--- src/rtl/kms_pkg.sv ---
package kms_pkg;

    // Command opcodes carried in bits [7:5] of a command byte
    typedef enum logic [2:0] {
        OP_MODE  = 3'b000,
        OP_ROWS  = 3'b001,
        OP_COLS  = 3'b010,
        OP_CLEAR = 3'b110
    } kms_op_e;

    // One queued key code, control in the top bit
    typedef struct packed {
        logic       ctrl;
        logic       shift;
        logic [2:0] row;
        logic [2:0] col;
    } kms_entry_t;

    // Live configuration set by commands
    typedef struct packed {
        logic       enc_scan;
        logic       nkro;
        logic [2:0] row_last;
        logic [2:0] col_last;
    } kms_cfg_t;

endpackage

--- src/rtl/kms_cmd.sv ---
// kms_cmd: decodes command bytes into the scan configuration and a one-cycle
// clear strobe. Assumes ROWS and COLS lie between 2 and 8. Opcodes outside the
// decoded set are ignored.
module kms_cmd
    import kms_pkg::*;
#(
    parameter int ROWS = 8,
    parameter int COLS = 8
) (
    input  logic       clk,
    input  logic       rst_n,
    input  logic       wr_en,
    input  logic [7:0] wr_data,
    output kms_cfg_t   cfg,
    output logic       clear_o
);
    localparam logic [2:0] ROW_TOP = 3'(ROWS - 1);
    localparam logic [2:0] COL_TOP = 3'(COLS - 1);

    kms_op_e op;
    assign op = kms_op_e'(wr_data[7:5]);

    // Keep a size field between one (a 2-line matrix) and the built size
    function automatic logic [2:0] fit_last(input logic [2:0] v, input logic [2:0] top);
        if (v == 3'd0) return 3'd1;
        if (v > top)   return top;
        return v;
    endfunction

    // Configuration register update on command writes
    always_ff @(posedge clk) begin
        if (!rst_n) begin
            cfg <= '{enc_scan: 1'b0, nkro: 1'b0, row_last: ROW_TOP, col_last: COL_TOP};
        end else if (wr_en) begin
            case (op)
                OP_MODE: begin
                    cfg.enc_scan <= wr_data[0];
                    cfg.nkro     <= wr_data[1];
                end
                OP_ROWS: cfg.row_last <= fit_last(wr_data[2:0], ROW_TOP);
                OP_COLS: cfg.col_last <= fit_last(wr_data[2:0], COL_TOP);
                default: ;
            endcase
        end
    end

    // Clear strobe for the queue
    assign clear_o = wr_en && (op == OP_CLEAR);

endmodule

--- src/rtl/kms_scan_timer.sv ---
// kms_scan_timer: holds each row for DWELL_CYC cycles, raises tick in the last
// cycle of the dwell, and drives the row lines decoded (one-cold) or encoded
// (binary). Assumes DWELL_CYC >= 2 and row_last < ROWS.
module kms_scan_timer #(
    parameter int ROWS      = 8,
    parameter int DWELL_CYC = 4,
    localparam int ROW_W    = $clog2(ROWS),
    localparam int CNT_W    = (DWELL_CYC > 1) ? $clog2(DWELL_CYC) : 1
) (
    input  logic             clk,
    input  logic             rst_n,
    input  logic             enc_scan,
    input  logic [ROW_W-1:0] row_last,
    output logic [ROWS-1:0]  scan_o,
    output logic [ROW_W-1:0] row,
    output logic             tick
);
    logic [CNT_W-1:0] dwell_cnt;

    assign tick = (dwell_cnt == CNT_W'(DWELL_CYC - 1));

    // Dwell counter within one row
    always_ff @(posedge clk) begin
        if (!rst_n) dwell_cnt <= '0;
        else        dwell_cnt <= tick ? '0 : dwell_cnt + 1'b1;
    end

    // Active row, wrapping after the last enabled row
    always_ff @(posedge clk) begin
        if (!rst_n)    row <= '0;
        else if (tick) row <= (row >= row_last) ? '0 : row + 1'b1;
    end

    // Line drive: bits below ROW_W can carry the binary row number
    for (genvar i = 0; i < ROWS; i++) begin : g_line
        if (i < ROW_W) begin : g_code
            assign scan_o[i] = enc_scan ? row[i] : (row != ROW_W'(i));
        end else begin : g_plain
            assign scan_o[i] = enc_scan ? 1'b0 : (row != ROW_W'(i));
        end
    end

endmodule

--- src/rtl/kms_debounce.sv ---
// kms_debounce: keeps a last-sample bit and an accepted bit per key. On each row
// sample it admits at most one key (the lowest column) that read closed on this
// and the previous visit and is not yet accepted. In lockout mode it refuses
// while any accepted key is held. Assumes ROWS and COLS at most 8.
module kms_debounce
    import kms_pkg::*;
#(
    parameter int ROWS   = 8,
    parameter int COLS   = 8,
    localparam int ROW_W = $clog2(ROWS),
    localparam int COL_W = $clog2(COLS),
    localparam int KEYS  = ROWS * COLS
) (
    input  logic             clk,
    input  logic             rst_n,
    input  logic             sample,
    input  logic [ROW_W-1:0] row,
    input  logic [COLS-1:0]  ret_n,
    input  logic [COL_W-1:0] col_last,
    input  logic             nkro,
    input  logic             shift_i,
    input  logic             ctrl_i,
    output logic             push,
    output kms_entry_t       entry
);
    logic [KEYS-1:0]  prev_q, down_q, prev_d, down_d;
    logic [COLS-1:0]  closed, cand;
    logic [COL_W-1:0] pick_col;
    logic             have_pick;
    int               base;

    // Closed keys in the active row and their admission candidates
    always_comb begin
        base = int'(row) * COLS;
        for (int c = 0; c < COLS; c++) begin
            closed[c] = !ret_n[c] && (COL_W'(c) <= col_last);
            cand[c]   = closed[c] && prev_q[base + c] && !down_q[base + c];
        end
    end

    // Lowest-column candidate wins this visit
    always_comb begin
        have_pick = 1'b0;
        pick_col  = '0;
        for (int c = COLS - 1; c >= 0; c--) begin
            if (cand[c]) begin
                have_pick = 1'b1;
                pick_col  = COL_W'(c);
            end
        end
    end

    assign push = sample && have_pick && (nkro || (down_q == '0));

    // Code formed from the live modifier levels and the key position
    always_comb begin
        entry.ctrl  = ctrl_i;
        entry.shift = shift_i;
        entry.row   = 3'(row);
        entry.col   = 3'(pick_col);
    end

    // Next key state for the sampled row
    always_comb begin
        prev_d = prev_q;
        down_d = down_q;
        if (sample) begin
            for (int c = 0; c < COLS; c++) begin
                prev_d[base + c] = closed[c];
                down_d[base + c] = closed[c] &&
                                   (down_q[base + c] || (push && (pick_col == COL_W'(c))));
            end
        end
    end

    // Key state registers
    always_ff @(posedge clk) begin
        if (!rst_n) begin
            prev_q <= '0;
            down_q <= '0;
        end else begin
            prev_q <= prev_d;
            down_q <= down_d;
        end
    end

endmodule

--- src/rtl/kms_fifo.sv ---
// kms_fifo: circular queue of key codes. A push into a full queue is dropped and
// sets overrun. Clear wins over push and pop in the same cycle. Head reads zero
// when empty. Assumes DEPTH >= 2.
module kms_fifo #(
    parameter int DEPTH  = 8,
    parameter int W      = 8,
    localparam int PTR_W = $clog2(DEPTH),
    localparam int CNT_W = $clog2(DEPTH + 1)
) (
    input  logic             clk,
    input  logic             rst_n,
    input  logic             push,
    input  logic [W-1:0]     push_data,
    input  logic             pop_req,
    input  logic             clear,
    output logic [W-1:0]     head,
    output logic [CNT_W-1:0] count,
    output logic             overrun,
    output logic             full
);
    logic [W-1:0]     mem [DEPTH];
    logic [PTR_W-1:0] wr_ptr, rd_ptr;
    logic             push_ok, pop_ok;

    assign full    = (count == CNT_W'(DEPTH));
    assign push_ok = push && !full && !clear;
    assign pop_ok  = pop_req && (count != '0) && !clear;

    // Pointer advance with wrap at DEPTH
    function automatic logic [PTR_W-1:0] step(input logic [PTR_W-1:0] p);
        return (p == PTR_W'(DEPTH - 1)) ? '0 : p + 1'b1;
    endfunction

    // Pointers, fill count and overrun flag
    always_ff @(posedge clk) begin
        if (!rst_n || clear) begin
            wr_ptr  <= '0;
            rd_ptr  <= '0;
            count   <= '0;
            overrun <= 1'b0;
        end else begin
            if (push_ok)      wr_ptr  <= step(wr_ptr);
            if (pop_ok)       rd_ptr  <= step(rd_ptr);
            if (push && full) overrun <= 1'b1;
            case ({push_ok, pop_ok})
                2'b10:   count <= count + 1'b1;
                2'b01:   count <= count - 1'b1;
                default: ;
            endcase
        end
    end

    // Storage write
    always_ff @(posedge clk) begin
        if (push_ok) mem[wr_ptr] <= push_data;
    end

    assign head = (count != '0) ? mem[rd_ptr] : '0;

endmodule

--- src/rtl/keymatrix_scanner.sv ---
// keymatrix_scanner: top level. Ties the command decoder, the row timer, the
// per-key debounce and the code queue to a synchronous register port. Assumes
// the matrix drives ret_n low only for closed keys in the row shown on scan_o.
module keymatrix_scanner
    import kms_pkg::*;
#(
    parameter int ROWS      = 8,
    parameter int COLS      = 8,
    parameter int DWELL_CYC = 4,
    parameter int DEPTH     = 8
) (
    input  logic            clk,
    input  logic            rst_n,
    output logic [ROWS-1:0] scan_o,
    input  logic [COLS-1:0] ret_n,
    input  logic            shift_i,
    input  logic            ctrl_i,
    input  logic            wr_en,
    input  logic [7:0]      wr_data,
    input  logic            rd_en,
    input  logic            rd_sel,
    output logic [7:0]      rd_data,
    output logic            irq
);
    localparam int ROW_W = $clog2(ROWS);
    localparam int COL_W = $clog2(COLS);
    localparam int CNT_W = $clog2(DEPTH + 1);

    kms_cfg_t         cfg;
    kms_entry_t       entry;
    logic             clear, tick, push, pop_req, overrun, full;
    logic [ROW_W-1:0] row;
    logic [CNT_W-1:0] count;
    logic [7:0]       head, status;

    kms_cmd #(.ROWS(ROWS), .COLS(COLS)) u_cmd (
        .clk     (clk),
        .rst_n   (rst_n),
        .wr_en   (wr_en),
        .wr_data (wr_data),
        .cfg     (cfg),
        .clear_o (clear)
    );

    kms_scan_timer #(.ROWS(ROWS), .DWELL_CYC(DWELL_CYC)) u_timer (
        .clk      (clk),
        .rst_n    (rst_n),
        .enc_scan (cfg.enc_scan),
        .row_last (cfg.row_last[ROW_W-1:0]),
        .scan_o   (scan_o),
        .row      (row),
        .tick     (tick)
    );

    kms_debounce #(.ROWS(ROWS), .COLS(COLS)) u_deb (
        .clk      (clk),
        .rst_n    (rst_n),
        .sample   (tick),
        .row      (row),
        .ret_n    (ret_n),
        .col_last (cfg.col_last[COL_W-1:0]),
        .nkro     (cfg.nkro),
        .shift_i  (shift_i),
        .ctrl_i   (ctrl_i),
        .push     (push),
        .entry    (entry)
    );

    kms_fifo #(.DEPTH(DEPTH), .W(8)) u_fifo (
        .clk       (clk),
        .rst_n     (rst_n),
        .push      (push),
        .push_data (entry),
        .pop_req   (pop_req),
        .clear     (clear),
        .head      (head),
        .count     (count),
        .overrun   (overrun),
        .full      (full)
    );

    assign pop_req = rd_en && !rd_sel;
    assign irq     = (count != '0);

    // Status byte: overrun in bit 6, fill count in the low bits
    always_comb begin
        status              = '0;
        status[6]           = overrun;
        status[CNT_W-1:0]   = count;
    end

    assign rd_data = rd_sel ? status : head;

endmodule

--- config.mk ---
export PLATFORM = sky130hd
export DESIGN_NAME = keymatrix_scanner
export DESIGN_NICKNAME = d
export VERILOG_FILES = /design/src/rtl/kms_pkg.sv /design/src/rtl/kms_cmd.sv /design/src/rtl/kms_scan_timer.sv /design/src/rtl/kms_debounce.sv /design/src/rtl/kms_fifo.sv /design/src/rtl/keymatrix_scanner.sv
export SDC_FILE = /design/constraint.sdc
export NUM_CORES = 1
export LEC_CHECK = 0
export BUFFER_PORTS_ARGS = -buffer_cell sky130_fd_sc_hd__buf_4
export CAP_MARGIN = 40
export CORE_UTILIZATION = 40
export DETAILED_ROUTE_END_ITERATION = 8
export HOLD_SLACK_MARGIN = 0.03
export PLACE_DENSITY = 0.52
export SKIP_LAST_GASP = 1
export SLEW_MARGIN = 20
export SYNTH_ARGS = -nofsm -noshare
export SYNTH_HDL_FRONTEND = slang
export SYNTH_HIERARCHICAL = 1
export SYNTH_SLANG_ARGS = --single-unit
--- constraint.sdc ---
create_clock -name clk -period 9.34 [get_ports clk]
set_input_delay 0.467 -clock clk [delete_from_list [all_inputs] [get_ports clk]]
set_output_delay 0.467 -clock clk [all_outputs]
set_load 0.005 [all_outputs]
# Yosys cells after proc, flatten, opt, wreduce, memory -nomap -nowiden
# Memory sizes are Yosys's and may differ from the RTL's. A register that Yosys moved wholly into a read port is not among the register bits.
# Cells that the tools add are included.
# op_classes
muxes	134
order_cmp	26
n_bitwise	1
eq_ne	23
addsub	13
reduce_logical	98
# op_table
cell	count
bitwise mux 64 bit	16
greater-or-equal comparator 32 x 1 -> 1 bit (second input constant)	7
< comparator 32 x 8 -> 1 bit (second input constant)	7
binary-select mux 1 bit (select 6 bit)	14
2-to-1 mux 1 bit	72
zero test 64 bit	1
logical AND 1 bit	57
2-to-1 mux 3 bit	19
demux 1 bit (select 6 bit)	7
adder 6 x 3 -> 7 bit (second input constant)	4
equality test 3 bit (second input constant)	7
zero test 1 bit	20
2-to-1 mux 8 bit	2
adder 6 x 2 -> 7 bit (second input constant)	2
<= comparator 3 bit (first input constant)	4
!= test 3 bit (second input constant)	4
logical OR 1 bit	10
adder 3 x 1 -> 3 bit (second input constant)	3
equality test 3 x 2 -> 1 bit (second input constant)	3
zero test 3 bit	3
one-hot mux 4 bit (2 select lines)	1
adder 6 x 1 -> 7 bit (second input constant)	1
< comparator 6 x 7 -> 1 bit (second input constant)	1
binary-select mux 1 bit (select 3 bit)	2
21 further kinds	28
# word_totals
memories	1
register_bits	152
input_bits	23
ramBits	64
# memory_table
memory	depth	width	rd	rd_clocked_by_memory_dff	write_ports	line	text
u_fifo.mem	8	8	1	1	1	kms_fifo.sv:21	logic [W-1:0] mem [DEPTH];

# Depth between registers and ports, before layout
# Gate-level depths: netlist of the first run.
# logic_depth
ltp_word	27
depth_mapped	20
depth_no_buf	14

# By module
# The synthesis of the first run kept the hierarchy.
# modules_own_cells
mod	area_each_um2	cells_per_inst	instances	seq_area_each_um2
kms_debounce	6242.2	758	1	2562.5
kms_fifo	3144.3	181	1	2202.1
kms_scan_timer	411.6	46	1	100.1
kms_cmd	347.8	32	1	160.2
keymatrix_scanner	93.8	11	1	0.0

# Least setup slack after synthesis of the first run
# OpenSTA, ideal clock, no wires.
# synth_path
path_kind	register -> register
startpoint	register u_timer.row[2]
endpoint	register u_fifo.count[2]
n_path_buf	4
arrival_ns	3.967
t_required_ns	9.269
synth_period_minus_slack_ns	4.038
path_stages_with_launch	19
setup_ns	0.071
setup_slack_ns	5.302
cell_sequence	dfxtp_1 > buf_6 > buf_6 > mux2_2 > a221oi_1 > o22ai_1 > a2bb2oi_1 > buf_2 > and3_1 > a21oi_1 > or3b_1 > buf_2 > ha_1 > xor2_1 > ha_1 > a21oi_1 > xor2_1 > or3_1 > a21oi_1
# synth_via
elab_chain_len	20
elab_cells_between_ends	93
classes_between	add/sub: 7; eq/ne: 2; mux: 55; reduce/logical: 29
# synth_rtl
item	line	text
start: declaration	kms_scan_timer.sv:15	output logic [ROW_W-1:0] row,
start signal: assignment	kms_scan_timer.sv:31	else if (tick) row <= (row >= row_last) ? '0 : row + 1'b1;
adder 6 x 3 -> 7 bit	kms_debounce.sv:37	cand[c] = closed[c] && prev_q[base + c] && !down_q[base + c];
binary-select mux 1 bit (select 6 bit)	kms_debounce.sv:37	
2-to-1 mux 1 bit (implied by the code) (2 in a row)	kms_debounce.sv:37	
logical AND 1 bit or zero test 1 bit (tied branches)	kms_debounce.sv:37	
logical AND 1 bit	kms_debounce.sv:37	
2-to-1 mux 1 bit (7 in a row)	kms_debounce.sv:46	if (cand[c]) begin
2-to-1 mux 1 bit (*)	kms_debounce.sv:46	
logical AND 1 bit (*) (2 in a row)	kms_debounce.sv:53	assign push = sample && have_pick && (nkro || (down_q == '0));
net push	keymatrix_scanner.sv:31	logic clear, tick, push, pop_req, overrun, full;
logical AND 1 bit (*) (2 in a row)	kms_fifo.sv:26	assign push_ok = push && !full && !clear;
equality test 2 x 1 -> 1 bit or equality test 2 bit (tied branches)	kms_fifo.sv:45	case ({push_ok, pop_ok})
one-hot mux 4 bit (2 select lines) or nonzero test 2 bit (tied branches)	--	
end signal: assignment	kms_fifo.sv:46	2'b10: count <= count + 1'b1;
end signal: assignment	kms_fifo.sv:47	2'b01: count <= count - 1'b1;
end: declaration	kms_fifo.sv:17	output logic [CNT_W-1:0] count,
# Mark *: on every way through the listed nets, which the timed path passes. The rest lies on a longest branch. The select of a mux whose other input is x is not followed.
# A chain may end at the register's enable or synchronous reset.

# Final worst setup path of the first run
# Same ends and word-level chain as after synthesis.

==> results.cfg, run 1 <==
[sta]
drv_slew = 0
grt_setup_unrepaired = false
finalSetupTns_ns = 0
worst_clock_skew_ns = 0.01011
slew-limit-headroom = 0.4232
tightestPinTransition_ns = 0.8653
hold_viol_final = 0
period_share = 0.5540
fmax_ghz = 0.1933
finalCriticalPeriod_ns = 5.175
finalSetupViolCount = 0

[clocking]
clkTransAtPathRegs_ns = 0.06
cts_buffers = 25
clock-root-buffer = clkbuf_16
cts_max_path_buffers = 3
cts.sinks = 219
cts_tree = built
cts_setup_buffers = 0
cts_hold_buf = 0
clk_latency_ns = 0.53
htreeDepth = 1
cts_resized = 0

[setup_path]
cp_max_fo = 49
required_ns = 9.79
crit_top_cell = a21oi_1
crit_type = reg -> reg
start_kind = register
cp_slowest_cell = dfxtp_2
endpoint_kind = register
crit_chain = buf_4 > inv_1 > a221oi_1 > o22ai_1 > o2bb2ai_1 > nor2_1 > a21oi_1 > or3b_1 > ha_1 > xor2_1 > ha_1 > a21oi_1 > xor2_1 > or3_1 > a21oi_1
arrival_ns = 5.63
slowest_delay_ns = 0.66

[global_route]
grt_pass1_wl_um = 45220
grt.overflow.total = 0
antenna_found_initial = 0
grtUsageTotal = 0.2223
grt_max_degree = 81
grt_pass1_vias = 7602

[finish]
areaGrowthSynthToFinish_pct = 14.49
n_fill_cell = 2447
fin_util = 0.4656
n_antenna_cell = 0
drive_gt1_frac = 0.1719
nets = 1097
stdcell_area_sq_um = 11720

[synthesis]
synth.net_count = 1068
synth-edff-count = 64
yosys_warnings = 6
syn_area_sq_um = 10240
syn_avg_cell_area_sq_um = 9.961
synth-async-reset-ratio = 0
seq_area_frac_synth = 0.4907
synth-seq-cells = 219
synthFlopType = dfxtp_1
synthDistinctLibCells = 72
netlist_instances = 1028

[floorplanning]
io_pins = 40
core-area_sq_um = 25180
die_h_um = 162
die_width_um = 162
dieArea_sq_um = 26240
start_util = 0.4066
rows = 58

[drt]
drc = 0
vias = 7890
drt_iter0_markers = 663
wirelength_um = 28940
dr.pass1.iters = 5
ant_nets = 0
via_per_inst = 5.612
wl_per_cell_um = 20.58

[min_path]
hp-class = in -> reg

[placed_design]
dp_hpwl_um = 19060
gp_congestion = 0.8613
portBuffers = 37
placed_cell_area_sq_um = 10820

[power]
totalPowerFinal_w = 0.002102
leakage_nw = 3.949
cellPowerDensity_nw_per_um2 = 179.3
vdd_drop_max_mv = 0.1244

[flow_run]
drv_cap = 0

[run_status]
status = finished clean
final timing paths:
kind / startpoint / end / slack, ns / depth (start not counted)
hold reg to reg: u_timer/dwell_cnt[0]$_SDFF_PP0_ / u_timer/dwell_cnt[0]$_SDFF_PP0_ / 0.43 / 1
hold / removal: shift_i / u_fifo/mem[5][6]$_DFFE_PP_ / 0.18 / 1
setup reg to reg: u_timer/row[2]$_SDFFE_PN0P_ / u_fifo/count[2]$_SDFFE_PP0P_ / 4.17 / 15
setup / recovery: u_timer/row[2]$_SDFFE_PN0P_ / u_fifo/count[2]$_SDFFE_PP0P_ / 4.17 / 15
synthesized netlist by cell type, types with 3 or more instances:
library cell / n / area share
a22o_1: 3 / 0.0026
mux2i_1: 52 / 0.051
nor3b_1: 4 / 0.0029
o41ai_2: 8 / 0.013
a221oi_1: 15 / 0.013
ha_1: 17 / 0.021
o22ai_1: 30 / 0.018
edfxtp_1: 64 / 0.19
o21ai_1: 6 / 0.0029
or3b_2: 3 / 0.0026
o21ai_0: 39 / 0.019
mux4_2: 16 / 0.035
mux2_2: 19 / 0.021
inv_1: 14 / 0.0051
a211oi_1: 13 / 0.0095
dfxtp_1: 155 / 0.30
nor2_1: 91 / 0.033
xor2_1: 3 / 0.0026
nand2_1: 139 / 0.051
nand2b_1: 9 / 0.0055
clkbuf_1: 39 / 0.014
buf_2: 13 / 0.0064
nor2b_1: 10 / 0.0061
a22oi_1: 22 / 0.016
o211ai_1: 3 / 0.0022
nand3_1: 39 / 0.019
nand3b_1: 5 / 0.0037
a21oi_1: 87 / 0.043
nor4_1: 18 / 0.011
nand4_1: 5 / 0.0031
buf_6: 6 / 0.0066
buf_4: 10 / 0.0073
buf_1: 4 / 0.0015
or3_1: 5 / 0.0031
nor3_1: 12 / 0.0059
placed cells by master (no fill, tap or decap), drive strengths merged, types with 9 or more instances in the layout:
master and instances:
o41ai 9, nor3 12, o21ai 47, mux4 18, mux2i 52, nand3 39
inv 16, mux2 21, nand2b 9, edfxtp 64, clkinv 9, nor2b 10
ha 17, nor4 19, clkbuf 31, nand2 139, buf 74, a22oi 23
nor2 91, dfxtp 155, a211oi 13, a21oi 88, a221oi 15, o22ai 30
routing by layer:
layer,GRT usage,share of wire,up-vias
li1,-,-,3837
met1,0.3168,0.47,3785
met2,0.3554,0.46,224
met3,0.02579,0.050,44
met4,0.06046,0.021,0
met5,0,0,-
state kept, by name, indices dropped and copies added, names as in the netlist, named ones only:
name and count:
u_deb/prev_q 64, u_timer/row 3, u_fifo/wr_ptr 3, u_cmd/cfg 8
u_fifo/mem 64, u_fifo/count 4, u_fifo/rd_ptr 3, u_fifo/overrun 1
u_timer/dwell_cnt 2, u_deb/down_q 64
stage by stage:
step	instances	hold WS, ns	setup WS, ns
2_1_floorplan	1028	0.4033	5.303
3_3_place_gp	1344	0.4208	4.262
3_5_place_dp	1354	0.4203	4.228
4_1_cts	1400	0.1598	4.188
5_1_grt	1406	0.1664	3.761
6_report	1406	0.1808	4.165
final cells by class:
cell class / count / area (sq um) / share of cell area
Sequential cell: 219 / 5029 / 0.4289
Multi-Input combinational cell: 720 / 4766 / 0.4065
Clock buffer: 29 / 671.9 / 0.05731
Timing Repair Buffer: 76 / 613.1 / 0.05229
Tap cell: 330 / 412.9 / 0.03522
Clock inverter: 17 / 175.2 / 0.01494
Inverter: 15 / 56.30 / 0.004803
report_power, final:
| part | leakage [nW] | total [W] | switching, W | internal, W |
|---|---|---|---|---|
| Combinational | 1.71 | 0.000113 | 0.0000749 | 0.0000382 |
| Clock | 0.404 | 0.000999 | 0.000400 | 0.000600 |
| Sequential | 1.83 | 0.000989 | 0.00000324 | 0.000986 |
| Total | 3.95 | 0.00210 | 0.000478 | 0.00162 |
logic make-up (layout without fill, tap and decap cells):
group                    count (synthesis)  after routing  share of synthesized area
XOR/XNOR                                 3              3                   0.002566
multiplexers                            91             91                     0.1146
buffers and inverters                   89            137                    0.04448
adder cells (fa/ha/maj)                 17             17                    0.02077
AND/OR/NAND/NOR                        362            362                     0.1681
flip-flops                             219            219                     0.4907
AO/OA/AOI/OAI                          247            247                     0.1587
critical path: cells and delay by family, from the launching register on:
family                     cells  cell delay (ns)
xor gates and xnor gates       2             0.26
and+or+nand+nor                3             0.95
buffers and inverters          2             1.02
DFF                            1             0.66
adders and majority gates      2             0.51
AOI/OAI and AO/OA              6             1.67
No activity file was read; power rests on OpenSTA's default activity.
==> run 2: changes to the inputs <==
--- a/config.mk
+++ b/config.mk
@@ -5,6 +5,7 @@
 export SDC_FILE = /design/constraint.sdc
 export NUM_CORES = 1
 export LEC_CHECK = 0
+export ABC_AREA = 1
 export BUFFER_PORTS_ARGS = -buffer_cell sky130_fd_sc_hd__buf_4
 export CAP_MARGIN = 40
 export CORE_UTILIZATION = 40
==> constraint.sdc (replaced) <==
create_clock -name clk -period 5.4 [get_ports clk]
set_input_delay 0.27 -clock clk [delete_from_list [all_inputs] [get_ports clk]]
set_output_delay 0.27 -clock clk [all_outputs]
set_load 0.005 [all_outputs]
==> run 2 against run 1 <==
Synthesized cell count is 31% higher; largest cell class unchanged; clock skew is 0.010 ns higher; non-clock buffer count is 5 lower; routed wire length is 4.1% lower; cell count is 22% higher; global-route usage is 0.82 points lower.
==> results.cfg, run 2 <==
[setup_path]
cp_slowest_cell = dfxtp_1
crit_top_cell = nand2_1
r2r_start = u_timer/row[1]$_SDFFE_PN0P_
cp_max_fo = 14
crit_type = reg -> reg
endpoint_kind = register
slowest_delay_ns = 0.75
rr_endpoint = u_fifo/count[2]$_SDFFE_PP0P_
r2r_cells = 21
crit_chain = inv_1 > nor2_4 > nand3_1 > nand3_1 > inv_1 > nand2_1 > nand2_1 > nand2_1 > nor2_2 > nand2_1 > nand2_1 > inv_1 > nand3_4 > ha_1 > nor2_1 > nor2_2 > ha_1 > a21oi_1 > xnor2_1 > o21ai_0 > inv_1
required_ns = 5.81
arrival_ns = 4.29
reg2reg_slack_ns = 1.52
start_kind = register

[synthesis]
yosys.area.top_type = dfxtp_1
syn_area_sq_um = 10310
synth.net_count = 1386
seq_area_frac_synth = 0.4872
synth_common_cells = 253 x nand2_1, 168 x nor2_1, 155 x dfxtp_1, 136 x a21oi_1, 131 x inv_1
netlist_instances = 1346
synthTopCellsByArea = dfxtp_1 30%, edfxtp_1 19%, nand2_1 9.2%
yosys_warnings = 6
synthMostInstantiatedCell = nand2_1
syn_avg_cell_area_sq_um = 7.662
synth-edff-count = 64
synthDistinctLibCells = 36
synthFlopType = dfxtp_1
synth-async-reset-ratio = 0
yosysTopAreaCellShare = 0.3009
synth-seq-cells = 219

[floorplanning]
die_width_um = 162.6
io_pins = 40
dieArea_sq_um = 26430
start_util = 0.4084
die_h_um = 162.6
rows = 58
core-area_sq_um = 25250

[global_route]
antenna_found_initial = 0
grt_max_degree = 85
busiest_layer = met2
grt.overflow.total = 0
grtUsageMet1 = 0.2861
grt_pass1_wl_um = 44450
grtUsageTotal = 0.2141
use_met3 = 0.02165
use_met2 = 0.3627
grt_pass1_vias = 8179

[power]
power_frac_seq = 0.454
clockPowerShare = 0.466
leakage_nw = 4.924
combPwrFrac = 0.080
internal_power_w = 0.002933
vdd_drop_max_mv = 0.2204
power.switching_w = 0.0008923
switching_share = 0.2333
cellPowerDensity_nw_per_um2 = 324.0

[placed_design]
dp_hpwl_um = 18230
placed_cell_area_sq_um = 10830
portBuffers = 37
gp_congestion = 0.8402

[drt]
drt_iter0_markers = 588
vias = 8758
drc = 0
dr.pass1.iters = 5
via_per_inst = 5.086
wl_per_cell_um = 16.11
ant_nets = 0
wirelength_um = 27740

[run_status]
status = finished clean

[sta]
slew-limit-headroom = 0.4911
finalSetupViolCount = 0
worst_clock_skew_ns = 0.02035
hold_viol_final = 0
tightestPinTransition_ns = 0.7634
period_share = 0.7192
grt_setup_unrepaired = false
finalSetupTns_ns = 0
fmax_ghz = 0.2575
finalCriticalPeriod_ns = 3.884
drv_slew = 0

[finish]
stdcell_area_sq_um = 11810
reg_top3 = u_deb/down_q: 64 flops, u_deb/prev_q: 64 flops, u_fifo/mem: 64 flops
n_antenna_cell = 0
drive_gt1_frac = 0.1121
final_cell_mix = 253 x nand2_1, 160 x nor2_1, 154 x dfxtp_1, 136 x a21oi_1, 131 x inv_1
final_common_cell = nand2_1
nets = 1414
areaGrowthSynthToFinish_pct = 14.46

[clocking]
cts_tree = built
cts_setup_buffers = 0
clock-root-buffer = clkbuf_16
cts_buffers = 25
htreeDepth = 1
cts.sinks = 219
clkTransAtPathRegs_ns = 0.06
clk_latency_ns = 0.52
cts_max_path_buffers = 3

[min_path]
hp-start = wr_data[0]
whs_path_depth = 5
holdPathEnd = u_cmd/cfg[7]$_SDFFE_PN0P_
hp-class = in -> reg

[flow_run]
drv_cap = 0
-- run 2: cell types whose count changed after synthesis, sizes merged, moves of 52 or more --
| cell | before | now |
|---|---|---|
| inv | 14 | 144 |
| nand2 | 139 | 262 |
| o21ai | 47 | 160 |
| nor2 | 91 | 179 |
| nand3 | 39 | 103 |
| mux2i | 52 | 0 |
-- run 2: critical path, delay by kind of cell (launching register included) --
kind | cells | cell delay (ns)
flops | 1 | 0.75
fa+ha+maj | 2 | 0.41
xor+xnor | 1 | 0.09
compound gates | 2 | 0.29
buf+inv | 4 | 0.56
simple gates | 12 | 1.65
-- run 2: logic make-up after synthesis --
logic type | Yosys count | share of synthesized area
flip-flops | 219 | 0.4872
buffers and inverters | 214 | 0.08929
adder cells (fa/ha/maj) | 17 | 0.02062
XOR/XNOR | 3 | 0.002548
AND/OR/NAND/NOR | 562 | 0.2317
AO/OA/AOI/OAI | 331 | 0.1686
-- run 2: how the worst max path moves through the flow --
stage                                           start                           end  slack (ns)  cells after the start
after global routing      u_timer/row[1]$_SDFFE_PN0P_  u_fifo/count[2]$_SDFFE_PP0P_        1.12                     21
final                     u_timer/row[1]$_SDFFE_PN0P_  u_fifo/count[2]$_SDFFE_PP0P_        1.52                     21
after floorplan           u_timer/row[0]$_SDFFE_PN0P_  u_fifo/count[2]$_SDFFE_PP0P_        2.61                     21
after detailed placement  u_timer/row[1]$_SDFFE_PN0P_    u_fifo/mem[0][6]$_DFFE_PP_        1.25                     16
after global placement    u_timer/row[1]$_SDFFE_PN0P_    u_fifo/mem[2][7]$_DFFE_PP_        1.27                     16
after CTS                 u_timer/row[1]$_SDFFE_PN0P_    u_fifo/mem[0][2]$_DFFE_PP_        1.23                     16
-- run 2: what timing repair did --
item | 4_1_cts | 5_1_grt
endpoints found under the hold margin | 27 | 0
resized for setup | 0 | 0
hold buffers | 5 | 0
-- run 2: power by group through the flow --
stage                     logic [W]  clock network, W  registers, W
after CTS                  0.000310           0.00183       0.00174
after floorplan            0.000216                 0       0.00176
after global placement     0.000306                 0       0.00177
after global routing       0.000347           0.00190       0.00174
final                      0.000307           0.00178       0.00174
after detailed placement   0.000306                 0       0.00177
-- run 2: through the flow --
stage,hold slack (ns),instances,total power (W),worst slack [ns],util
2_1_floorplan,0.3954,1346,0.001977,2.607,-
3_3_place_gp,0.4101,1665,0.002076,1.269,0.4282
3_5_place_dp,0.4139,1667,0.002077,1.249,0.4289
4_1_cts,0.07491,1717,0.003874,1.229,0.4655
5_1_grt,0.1124,1722,0.003981,1.121,0.4674
6_report,0.09580,1722,0.003825,1.516,0.4674
-- run 2: routing by layer --
layer	vias to the layer above	share of wire	wire length [um]
met1	4044	0.47	13040
met2	162	0.47	13000
li1	4497	-	-
met4	0	0.028	776
met5	-	0	0
met3	55	0.033	923
-- run 2: final cells by class --
| cell class | count | area [sq um] |
|---|---|---|
| fillers | 2520 | 13450 |
| repair buffers | 71 | 560.5 |
| flip-flops and latches | 219 | 5029 |
| inverters | 144 | 540.5 |
| well taps | 330 | 412.9 |
| multi-input cells | 913 | 4388 |
| clock buffers | 39 | 769.5 |
| clock inverters | 6 | 105.1 |
